--- config.mk ---
export PLATFORM = sky130hd
export DESIGN_NAME = pgwalk_top
export DESIGN_NICKNAME = d
export VERILOG_FILES = /design/src/rtl/pgwalk_pkg.sv /design/src/rtl/pgwalk_perm.sv /design/src/rtl/pgwalk_upd.sv /design/src/rtl/pgwalk_fsm.sv /design/src/rtl/pgwalk_top.sv
export SDC_FILE = /design/constraint.sdc
export NUM_CORES = 1
export LEC_CHECK = 0
export CORE_UTILIZATION = 50
export CTS_CLUSTER_SIZE = 14
export DETAILED_ROUTE_END_ITERATION = 12
export GPL_TIMING_DRIVEN = 0
export PLACE_DENSITY_LB_ADDON = 0.15
export SYNTH_ARGS = -nofsm -noshare
export SYNTH_HDL_FRONTEND = slang
export SYNTH_SLANG_ARGS = --single-unit
--- constraint.sdc ---
create_clock -name clk -period 3 [get_ports clk]
set_clock_uncertainty 0.1 [all_clocks]
set_input_delay 0.3 -clock clk [delete_from_list [all_inputs] [get_ports clk]]
set_output_delay 0.3 -clock clk [all_outputs]
set_load 0.01 [all_outputs]
--- src/rtl/pgwalk_pkg.sv ---
package pgwalk_pkg;

   typedef enum logic [1:0] {
      FK_NONE   = 2'd0,
      FK_ABSENT = 2'd1,
      FK_PROT   = 2'd2
   } fkind_e;

   typedef enum logic [2:0] {
      ST_IDLE,
      ST_RD_DIR,
      ST_CHK_DIR,
      ST_RD_TBL,
      ST_CHK_TBL,
      ST_WR_DIR,
      ST_WR_TBL
   } wstate_e;

   localparam int unsigned FL_P = 0;
   localparam int unsigned FL_W = 1;
   localparam int unsigned FL_U = 2;
   localparam int unsigned FL_A = 5;
   localparam int unsigned FL_D = 6;

endpackage

--- src/rtl/pgwalk_perm.sv ---
module pgwalk_perm #(
   parameter bit SUPER_WRITE_CHECK = 1'b0
) (
   input  logic pres_bit,
   input  logic wr_bit,
   input  logic usr_bit,
   input  logic acc_wr,
   input  logic acc_user,
   output logic present,
   output logic allowed
);

   logic wr_ok;

   assign present = pres_bit;
   assign wr_ok   = !acc_wr || wr_bit;

   generate
      if (SUPER_WRITE_CHECK) begin : g_strict
         assign allowed = acc_user ? (usr_bit && wr_ok) : wr_ok;
      end else begin : g_relaxed
         assign allowed = !acc_user || (usr_bit && wr_ok);
      end
   endgenerate

endmodule

--- src/rtl/pgwalk_upd.sv ---
module pgwalk_upd
   import pgwalk_pkg::*;
#(
   parameter int unsigned ENTRY_W = 32
) (
   input  logic [ENTRY_W-1:0] pde,
   input  logic [ENTRY_W-1:0] pte,
   input  logic               acc_wr,
   output logic               dir_need,
   output logic [ENTRY_W-1:0] dir_wdata,
   output logic               tbl_need,
   output logic [ENTRY_W-1:0] tbl_wdata
);

   logic [ENTRY_W-1:0] dir_mask;
   logic [ENTRY_W-1:0] tbl_mask;

   always_comb begin
      dir_mask       = '0;
      dir_mask[FL_A] = 1'b1;
      tbl_mask       = '0;
      tbl_mask[FL_A] = 1'b1;
      tbl_mask[FL_D] = acc_wr;
   end

   assign dir_wdata = pde | dir_mask;
   assign tbl_wdata = pte | tbl_mask;
   assign dir_need  = (pde & dir_mask) != dir_mask;
   assign tbl_need  = (pte & tbl_mask) != tbl_mask;

endmodule

--- src/rtl/pgwalk_fsm.sv ---
module pgwalk_fsm
   import pgwalk_pkg::*;
#(
   parameter int unsigned LIN_W     = 32,
   parameter int unsigned DIR_IDX_W = 10,
   parameter int unsigned TBL_IDX_W = 10,
   parameter int unsigned OFF_W     = 12,
   parameter int unsigned ENTRY_W   = 32,
   parameter int unsigned NUM_LVL   = 2
) (
   input  logic                 clk,
   input  logic                 rst_n,
   input  logic [ENTRY_W-1:0]   dir_base,
   input  logic                 walk_req,
   input  logic [LIN_W-1:0]     walk_lin,
   input  logic                 walk_wr,
   input  logic                 walk_user,
   input  logic                 mem_ack,
   input  logic [ENTRY_W-1:0]   mem_rdata,
   input  logic [NUM_LVL-1:0]   lvl_present,
   input  logic [NUM_LVL-1:0]   lvl_allowed,
   input  logic                 dir_need,
   input  logic [ENTRY_W-1:0]   dir_wdata,
   input  logic                 tbl_need,
   input  logic [ENTRY_W-1:0]   tbl_wdata,
   output logic                 walk_busy,
   output logic                 walk_done,
   output logic [ENTRY_W-1:0]   walk_pa,
   output logic [OFF_W-1:0]     walk_attr,
   output logic [1:0]           walk_fault,
   output logic                 walk_flevel,
   output logic                 mem_req,
   output logic                 mem_we,
   output logic [ENTRY_W-1:0]   mem_addr,
   output logic [ENTRY_W-1:0]   mem_wdata,
   output logic [ENTRY_W-1:0]   pde_q,
   output logic [ENTRY_W-1:0]   pte_q,
   output logic                 acc_wr,
   output logic                 acc_user
);

   localparam int unsigned FRAME_W = ENTRY_W - OFF_W;
   localparam int unsigned ESH     = $clog2(ENTRY_W / 8);

   wstate_e              state, nxt;
   logic [LIN_W-1:0]     lin_q;
   logic [ENTRY_W-1:0]   base_q;
   logic                 fin;
   fkind_e               fin_kind;
   logic                 fin_lvl;
   logic [ENTRY_W-1:0]   dir_off;
   logic [OFF_W-1:0]     tbl_off;
   logic [ENTRY_W-1:0]   dir_addr;
   logic [ENTRY_W-1:0]   tbl_addr;

   assign dir_off  = ENTRY_W'(lin_q[LIN_W-1 -: DIR_IDX_W]) << ESH;
   assign tbl_off  = OFF_W'(lin_q[OFF_W +: TBL_IDX_W]) << ESH;
   assign dir_addr = base_q + dir_off;
   assign tbl_addr = {pde_q[ENTRY_W-1 -: FRAME_W], tbl_off};

   assign walk_busy = (state != ST_IDLE);

   always_comb begin
      mem_req   = 1'b0;
      mem_we    = 1'b0;
      mem_addr  = '0;
      mem_wdata = '0;
      case (state)
         ST_RD_DIR: begin mem_req = 1'b1; mem_addr = dir_addr; end
         ST_RD_TBL: begin mem_req = 1'b1; mem_addr = tbl_addr; end
         ST_WR_DIR: begin
            mem_req = 1'b1; mem_we = 1'b1;
            mem_addr = dir_addr; mem_wdata = dir_wdata;
         end
         ST_WR_TBL: begin
            mem_req = 1'b1; mem_we = 1'b1;
            mem_addr = tbl_addr; mem_wdata = tbl_wdata;
         end
         default: ;
      endcase
   end

   always_comb begin
      nxt      = state;
      fin      = 1'b0;
      fin_kind = FK_NONE;
      fin_lvl  = 1'b0;
      case (state)
         ST_IDLE:   if (walk_req) nxt = ST_RD_DIR;
         ST_RD_DIR: if (mem_ack) nxt = ST_CHK_DIR;
         ST_CHK_DIR: begin
            if (!lvl_present[0]) begin
               fin = 1'b1; fin_kind = FK_ABSENT;
            end else if (!lvl_allowed[0]) begin
               fin = 1'b1; fin_kind = FK_PROT;
            end else begin
               nxt = ST_RD_TBL;
            end
         end
         ST_RD_TBL: if (mem_ack) nxt = ST_CHK_TBL;
         ST_CHK_TBL: begin
            if (!lvl_present[NUM_LVL-1]) begin
               fin = 1'b1; fin_kind = FK_ABSENT; fin_lvl = 1'b1;
            end else if (!lvl_allowed[NUM_LVL-1]) begin
               fin = 1'b1; fin_kind = FK_PROT; fin_lvl = 1'b1;
            end else if (dir_need) begin
               nxt = ST_WR_DIR;
            end else if (tbl_need) begin
               nxt = ST_WR_TBL;
            end else begin
               fin = 1'b1;
            end
         end
         ST_WR_DIR: if (mem_ack) begin
            if (tbl_need) nxt = ST_WR_TBL;
            else fin = 1'b1;
         end
         ST_WR_TBL: if (mem_ack) fin = 1'b1;
         default: nxt = ST_IDLE;
      endcase
      if (fin) nxt = ST_IDLE;
   end

   always_ff @(posedge clk or negedge rst_n) begin
      if (!rst_n) begin
         state       <= ST_IDLE;
         lin_q       <= '0;
         base_q      <= '0;
         acc_wr      <= 1'b0;
         acc_user    <= 1'b0;
         pde_q       <= '0;
         pte_q       <= '0;
         walk_done   <= 1'b0;
         walk_pa     <= '0;
         walk_attr   <= '0;
         walk_fault  <= FK_NONE;
         walk_flevel <= 1'b0;
      end else begin
         state     <= nxt;
         walk_done <= fin;
         if (state == ST_IDLE && walk_req) begin
            lin_q    <= walk_lin;
            base_q   <= dir_base;
            acc_wr   <= walk_wr;
            acc_user <= walk_user;
         end
         if (state == ST_RD_DIR && mem_ack) pde_q <= mem_rdata;
         if (state == ST_RD_TBL && mem_ack) pte_q <= mem_rdata;
         if (fin) begin
            walk_fault  <= fin_kind;
            walk_flevel <= fin_lvl;
            if (fin_kind == FK_NONE) begin
               walk_pa   <= {pte_q[ENTRY_W-1 -: FRAME_W], lin_q[OFF_W-1:0]};
               walk_attr <= tbl_wdata[OFF_W-1:0];
            end else begin
               walk_pa   <= '0;
               walk_attr <= '0;
            end
         end
      end
   end

   assert_mem_hold_R10: assert property (@(posedge clk) disable iff (!rst_n)
      (mem_req && !mem_ack) |=> (mem_req && $stable(mem_addr) && $stable(mem_we)
                                 && $stable(mem_wdata)));

   assert_done_pulse_R9: assert property (@(posedge clk) disable iff (!rst_n)
      walk_done |=> !walk_done);

   assert_busy_end_R9: assert property (@(posedge clk) disable iff (!rst_n)
      $fell(walk_busy) |-> walk_done);

   assert_result_hold_R9: assert property (@(posedge clk) disable iff (!rst_n)
      !walk_done |-> ($stable(walk_pa) && $stable(walk_fault) && $stable(walk_attr)));

   assert_wb_flag_R7: assert property (@(posedge clk) disable iff (!rst_n)
      (mem_req && mem_we) |-> mem_wdata[FL_A]);

endmodule

--- src/rtl/pgwalk_top.sv ---
module pgwalk_top
   import pgwalk_pkg::*;
#(
   parameter int unsigned LIN_W             = 32,
   parameter int unsigned DIR_IDX_W         = 10,
   parameter int unsigned TBL_IDX_W         = 10,
   parameter int unsigned OFF_W             = 12,
   parameter int unsigned ENTRY_W           = 32,
   parameter bit          SUPER_WRITE_CHECK = 1'b0
) (
   input  logic               clk,
   input  logic               rst_n,
   input  logic [ENTRY_W-1:0] dir_base,
   input  logic               walk_req,
   input  logic [LIN_W-1:0]   walk_lin,
   input  logic               walk_wr,
   input  logic               walk_user,
   output logic               walk_busy,
   output logic               walk_done,
   output logic [ENTRY_W-1:0] walk_pa,
   output logic [OFF_W-1:0]   walk_attr,
   output logic [1:0]         walk_fault,
   output logic               walk_flevel,
   output logic               mem_req,
   output logic               mem_we,
   output logic [ENTRY_W-1:0] mem_addr,
   output logic [ENTRY_W-1:0] mem_wdata,
   input  logic               mem_ack,
   input  logic [ENTRY_W-1:0] mem_rdata
);

   localparam int unsigned NUM_LVL = 2;
   localparam int unsigned ESH     = $clog2(ENTRY_W / 8);

   generate
      if (DIR_IDX_W + TBL_IDX_W + OFF_W != LIN_W) begin : g_bad_split
         $error("index and offset widths must fill the linear address");
      end
      if (TBL_IDX_W + ESH > OFF_W) begin : g_bad_table
         $error("a table must fit inside one page");
      end
      if (OFF_W <= FL_D || ENTRY_W <= OFF_W) begin : g_bad_entry
         $error("entry must hold the flag field and a frame number");
      end
   endgenerate

   logic [ENTRY_W-1:0] pde_q, pte_q;
   logic               acc_wr, acc_user;
   logic [NUM_LVL-1:0] lvl_present, lvl_allowed;
   logic [2:0]         lvl_pwu [NUM_LVL];
   logic               dir_need, tbl_need;
   logic [ENTRY_W-1:0] dir_wdata, tbl_wdata;

   assign lvl_pwu[0] = {pde_q[FL_U], pde_q[FL_W], pde_q[FL_P]};
   assign lvl_pwu[1] = {pde_q[FL_U] & pte_q[FL_U], pde_q[FL_W] & pte_q[FL_W], pte_q[FL_P]};

   for (genvar g = 0; g < NUM_LVL; g++) begin : g_lvl
      pgwalk_perm #(.SUPER_WRITE_CHECK(SUPER_WRITE_CHECK)) u_perm (
         .pres_bit (lvl_pwu[g][0]),
         .wr_bit   (lvl_pwu[g][1]),
         .usr_bit  (lvl_pwu[g][2]),
         .acc_wr   (acc_wr),
         .acc_user (acc_user),
         .present  (lvl_present[g]),
         .allowed  (lvl_allowed[g])
      );
   end

   pgwalk_upd #(.ENTRY_W(ENTRY_W)) u_upd (
      .pde       (pde_q),
      .pte       (pte_q),
      .acc_wr    (acc_wr),
      .dir_need  (dir_need),
      .dir_wdata (dir_wdata),
      .tbl_need  (tbl_need),
      .tbl_wdata (tbl_wdata)
   );

   pgwalk_fsm #(
      .LIN_W(LIN_W), .DIR_IDX_W(DIR_IDX_W), .TBL_IDX_W(TBL_IDX_W),
      .OFF_W(OFF_W), .ENTRY_W(ENTRY_W), .NUM_LVL(NUM_LVL)
   ) u_fsm (
      .clk         (clk),
      .rst_n       (rst_n),
      .dir_base    (dir_base),
      .walk_req    (walk_req),
      .walk_lin    (walk_lin),
      .walk_wr     (walk_wr),
      .walk_user   (walk_user),
      .mem_ack     (mem_ack),
      .mem_rdata   (mem_rdata),
      .lvl_present (lvl_present),
      .lvl_allowed (lvl_allowed),
      .dir_need    (dir_need),
      .dir_wdata   (dir_wdata),
      .tbl_need    (tbl_need),
      .tbl_wdata   (tbl_wdata),
      .walk_busy   (walk_busy),
      .walk_done   (walk_done),
      .walk_pa     (walk_pa),
      .walk_attr   (walk_attr),
      .walk_fault  (walk_fault),
      .walk_flevel (walk_flevel),
      .mem_req     (mem_req),
      .mem_we      (mem_we),
      .mem_addr    (mem_addr),
      .mem_wdata   (mem_wdata),
      .pde_q       (pde_q),
      .pte_q       (pte_q),
      .acc_wr      (acc_wr),
      .acc_user    (acc_user)
   );

   assert_no_fault_write_R8: assert property (@(posedge clk) disable iff (!rst_n)
      (mem_req && mem_we) |-> (lvl_present == '1 && lvl_allowed == '1));

   assert_fault_enc_R4: assert property (@(posedge clk) disable iff (!rst_n)
      walk_done |-> (walk_fault != 2'b11));

   generate
      if (!SUPER_WRITE_CHECK) begin : g_super_chk
         assert_super_free_R6: assert property (@(posedge clk) disable iff (!rst_n)
            (walk_done && !acc_user) |-> (walk_fault != FK_PROT));
      end
   endgenerate

endmodule

==> run summary <==
Status - finished with violations
Failing checks - negative setup slack
Critical path arrival - 2.81 ns
WHS - 0.3203 ns
TritonCTS clock tree - yes
Post-synth EDFFs - 0
Fmax - 312.0 MHz
Most frequent cell after synthesis - dfrtp_1
PortBufs - 216
Vias - 7356
Slew headroom - 44.48%
GRT Overall Usage - 29.86%
VDD IR max - 0.0007121 V
Power per cell area - 1221 nW/µm²
Worst path max stage delay - 0.44 ns
Clk buf depth - 2
Total grt overflow - 0
Seq pwr share - 30.9%
Cell Area, Placed - 11170 µm²
NetSw - 5.991 mW
CP Capture Type - output pin
# clock sinks - 181
Hold crit path type - in -> reg
Initial DRC count - 577
Register bit total from synthesis - 181
Ys async rst share - 100.0%
Post-route ant nets - 0
Post-synth top cells - 181 x dfrtp_1, 126 x mux2_2, 77 x a22o_1
DIE AREA - 17930 µm²
Largest fanout on the critical path - 4
FP Rows - 47
Final Power - 14.93 mW
Final setup margin - -0.2051 ns
Largest delay share family, worst path - simple AND/OR/NAND/NOR gates
Critical Path Stages - 10
Largest area contributor in the netlist - dfrtp_1
Min cycle time layout - 3.205 ns
Layout Nets - 1091
Switching Fraction - 40.13%
Yosys Warn Count - 0
Slowest cell on the critical path - or4_1
Root Buffer - clkbuf_16
Vias in the first global route - 7457
Worst Reg-to-Reg Cells - 5
Diode count - 0
Combinational cell fraction of total power - 53.8%
Final Cycle Share - 106.8%
CP startpoint kind - flip-flop
H-Tree Level Count - 4
Fill cells - 1220
Cells on Worst Hold Path - 3
Wirelength, routed - 25990 µm
Post-synthesis sequential area ratio - 52.08%
Detail Placement HPWL - 17760 µm
Mapped cell area - 8697 µm²
Via/cell ratio - 6.074
I/O pins - 217
Area grow syn2layout - 40.61%
Ys flop type - dfrtp_1
Worst Tran Pin Value - 0.8328 ns
Max-Cap Viols - 0
Finished Cell Area - 12230 µm²
Leakage - 5.172 nW
WS Path Type - reg -> out
CTS Buf Count - 17
Global-route wire length before repair - 40820 µm
Clock power share - 15.3%
Cell mode on critical path - buf_6
Wire per inst - 21.46 µm
Initial antenna violation count - 1
DRC - 0
Die X - 133.9 µm
RSZ-0062 raised after global routing - yes
Cell variety after synth - 61
Non-Filler Instances - 1211
Req. time, crit path - 2.60 ns
Gate Count Post-Synth - 716
Fin. Hold Viols - 0
Routability Congestion - 0.9324
FF/Latch Area - 4532 µm²
WP buf/inv - 3
Clock Latency Late Sink - 0.43 ns
Drt pass-1 iters - 6
DP Cell Count - 1153
Pint - 8.939 mW
Initial Util - 51.89%
CP cell instances - ha_4 > fa_2 > a211oi_4 > or2_4 > buf_4 > buf_6 > a211oi_2 > or4_1 > nand3_2 > buf_6
Mapped Avg Cell Area - 12.15 µm²
Yosys top cell area share - 52.08%
Slew Limit Fails - 0
Die height - 133.9 µm
Ratio of cells with drive above 1 in the final layout - 28.86%
Final Setup Violations - 20
Post-synth net total - 829
Synth area leaders - dfrtp_1 52%, mux2_2 16%, a22o_1 7.8%
Multi-input gate area - 4200 µm²
Clock slew seen by the registers of the worst setup and hold paths - 0.07 ns
Largest net degree at the start of global routing - 96
Core area - 16760 µm²
-- power groups by stage --
stage / combinational, mW / clock (mW) / sequential (mW)
after detailed placement: 7.00 / 0 / 4.57
after global routing: 8.55 / 2.40 / 4.77
after floorplan: 4.28 / 0 / 4.34
final: 8.03 / 2.28 / 4.62
after CTS: 7.60 / 2.31 / 4.59
after global placement: 6.87 / 0 / 4.52
-- metal layers --
layer | vias to the layer above | GRT usage [%] | share of wire, %
met5 | - | 0 | 0.046
met4 | 2 | 15.97 | 4.9
met3 | 80 | 6.954 | 7.5
met2 | 351 | 44.99 | 46
met1 | 3651 | 40.14 | 42
li1 | 3272 | - | -
-- sequential cells by signal, indices dropped and copies added, names as in the netlist --
name and cells:
u_fsm.state 3, u_fsm.walk_pa 32, u_fsm.walk_attr 12, u_fsm.walk_flevel 1, u_fsm.lin_q 32, u_fsm.pte_q 32
u_fsm.base_q 32, u_fsm.acc_user 1, u_fsm.acc_wr 1, u_fsm.walk_done 1, u_fsm.pde_q 32, u_fsm.walk_fault 2
-- placed cells by master (no fill, tap or decap), types with 5 or more instances in the layout --
master           synthesis  layout
nand3_1                 30      27
buf_6                    1      10
clkbuf_2                 0      13
dfrtp_1                181     179
ha_4                     0       9
a22o_1                  77      77
a32oi_1                 13      13
clkbuf_16                0      17
clkbuf_1                33      16
inv_6                    0       5
a21oi_1                 17      16
nor3_1                  16      15
buf_2                    7      28
nor2_1                  15      13
nand2_1                 27      27
mux2_2                 126     126
o211ai_1                11      11
inv_1                   10      10
o21ai_1                  0       6
clkdlybuf4s50_1          0     188
a21o_1                   9       9
nand4_1                 14      14
o21ai_0                 18      10
nand2b_1                 9       9
buf_4                    5      24
-- final timing paths --
kind / from / to / slack [ns]
max: u_fsm.lin_q[22]$_DFFE_PN0P_ / mem_addr[12] / -0.21
min reg2reg: u_fsm.walk_attr[5]$_DFFE_PN0N_ / u_fsm.walk_attr[5]$_DFFE_PN0N_ / 0.38
max in group asynchronous: rst_n / u_fsm.base_q[3]$_DFFE_PN0P_ / 1.49
max reg2reg: u_fsm.state[1]$_DFFE_PN0P_ / u_fsm.pde_q[15]$_DFFE_PN0P_ / 0.28
min in group asynchronous: rst_n / u_fsm.walk_pa[14]$_DFFE_PN0N_ / 0.40
min: dir_base[16] / u_fsm.base_q[16]$_DFFE_PN0P_ / 0.32
-- logic make-up (layout without fill, tap and decap cells) --
| logic type | count (synthesis) | in the layout | share of synthesized area, % |
|---|---|---|---|
| compound gates | 185 | 185 | 17.18 |
| xor+xnor | 6 | 6 | 0.6043 |
| fa+ha+maj | 11 | 11 | 1.669 |
| buf+inv | 58 | 333 | 2.906 |
| flops | 181 | 181 | 52.08 |
| mux | 127 | 127 | 16.49 |
| simple gates | 148 | 148 | 9.078 |
-- tightest hold or removal path: stages --
cell and delay (ns):
clkdlybuf4s50_1 0.40, nand2_1 0.05, o21ai_0 0.06
-- cell type report --
cell class / instances / share of cell area (%)
Buffer: 46 / 2.087
Clock buffer: 18 / 3.509
Clock inverter: 14 / 1.351
Inverter: 11 / 0.3376
Multi-Input combinational cell: 477 / 34.35
Sequential cell: 181 / 37.06
Tap cell: 220 / 2.251
Timing Repair Buffer: 244 / 19.06
-- what timing repair did --
item | in CTS | in global routing
pin swaps | 38 | 20
hold buffers | 1 | 0
gates resized for setup | 159 | 37
buffers inserted | 19 | 9
endpoints found under the hold margin | 94 | 0
endpoints found under the setup margin | 55 | 61
-- metrics by stage --
| stage | worst slack [ns] | setup TNS, ns | util, % |
|---|---|---|---|
| final | -0.2051 | -2.159 | 72.97 |
| after global routing | -0.2679 | -3.439 | 72.97 |
| after CTS | -0.09568 | -0.5915 | 72.31 |
| after detailed placement | -0.6244 | -8.911 | 66.63 |
| after global placement | -6.003 | -1092.90 | 66.44 |
| after floorplan | 0.4002 | 0 | - |
No activity file was read; power rests on OpenSTA's default activity.
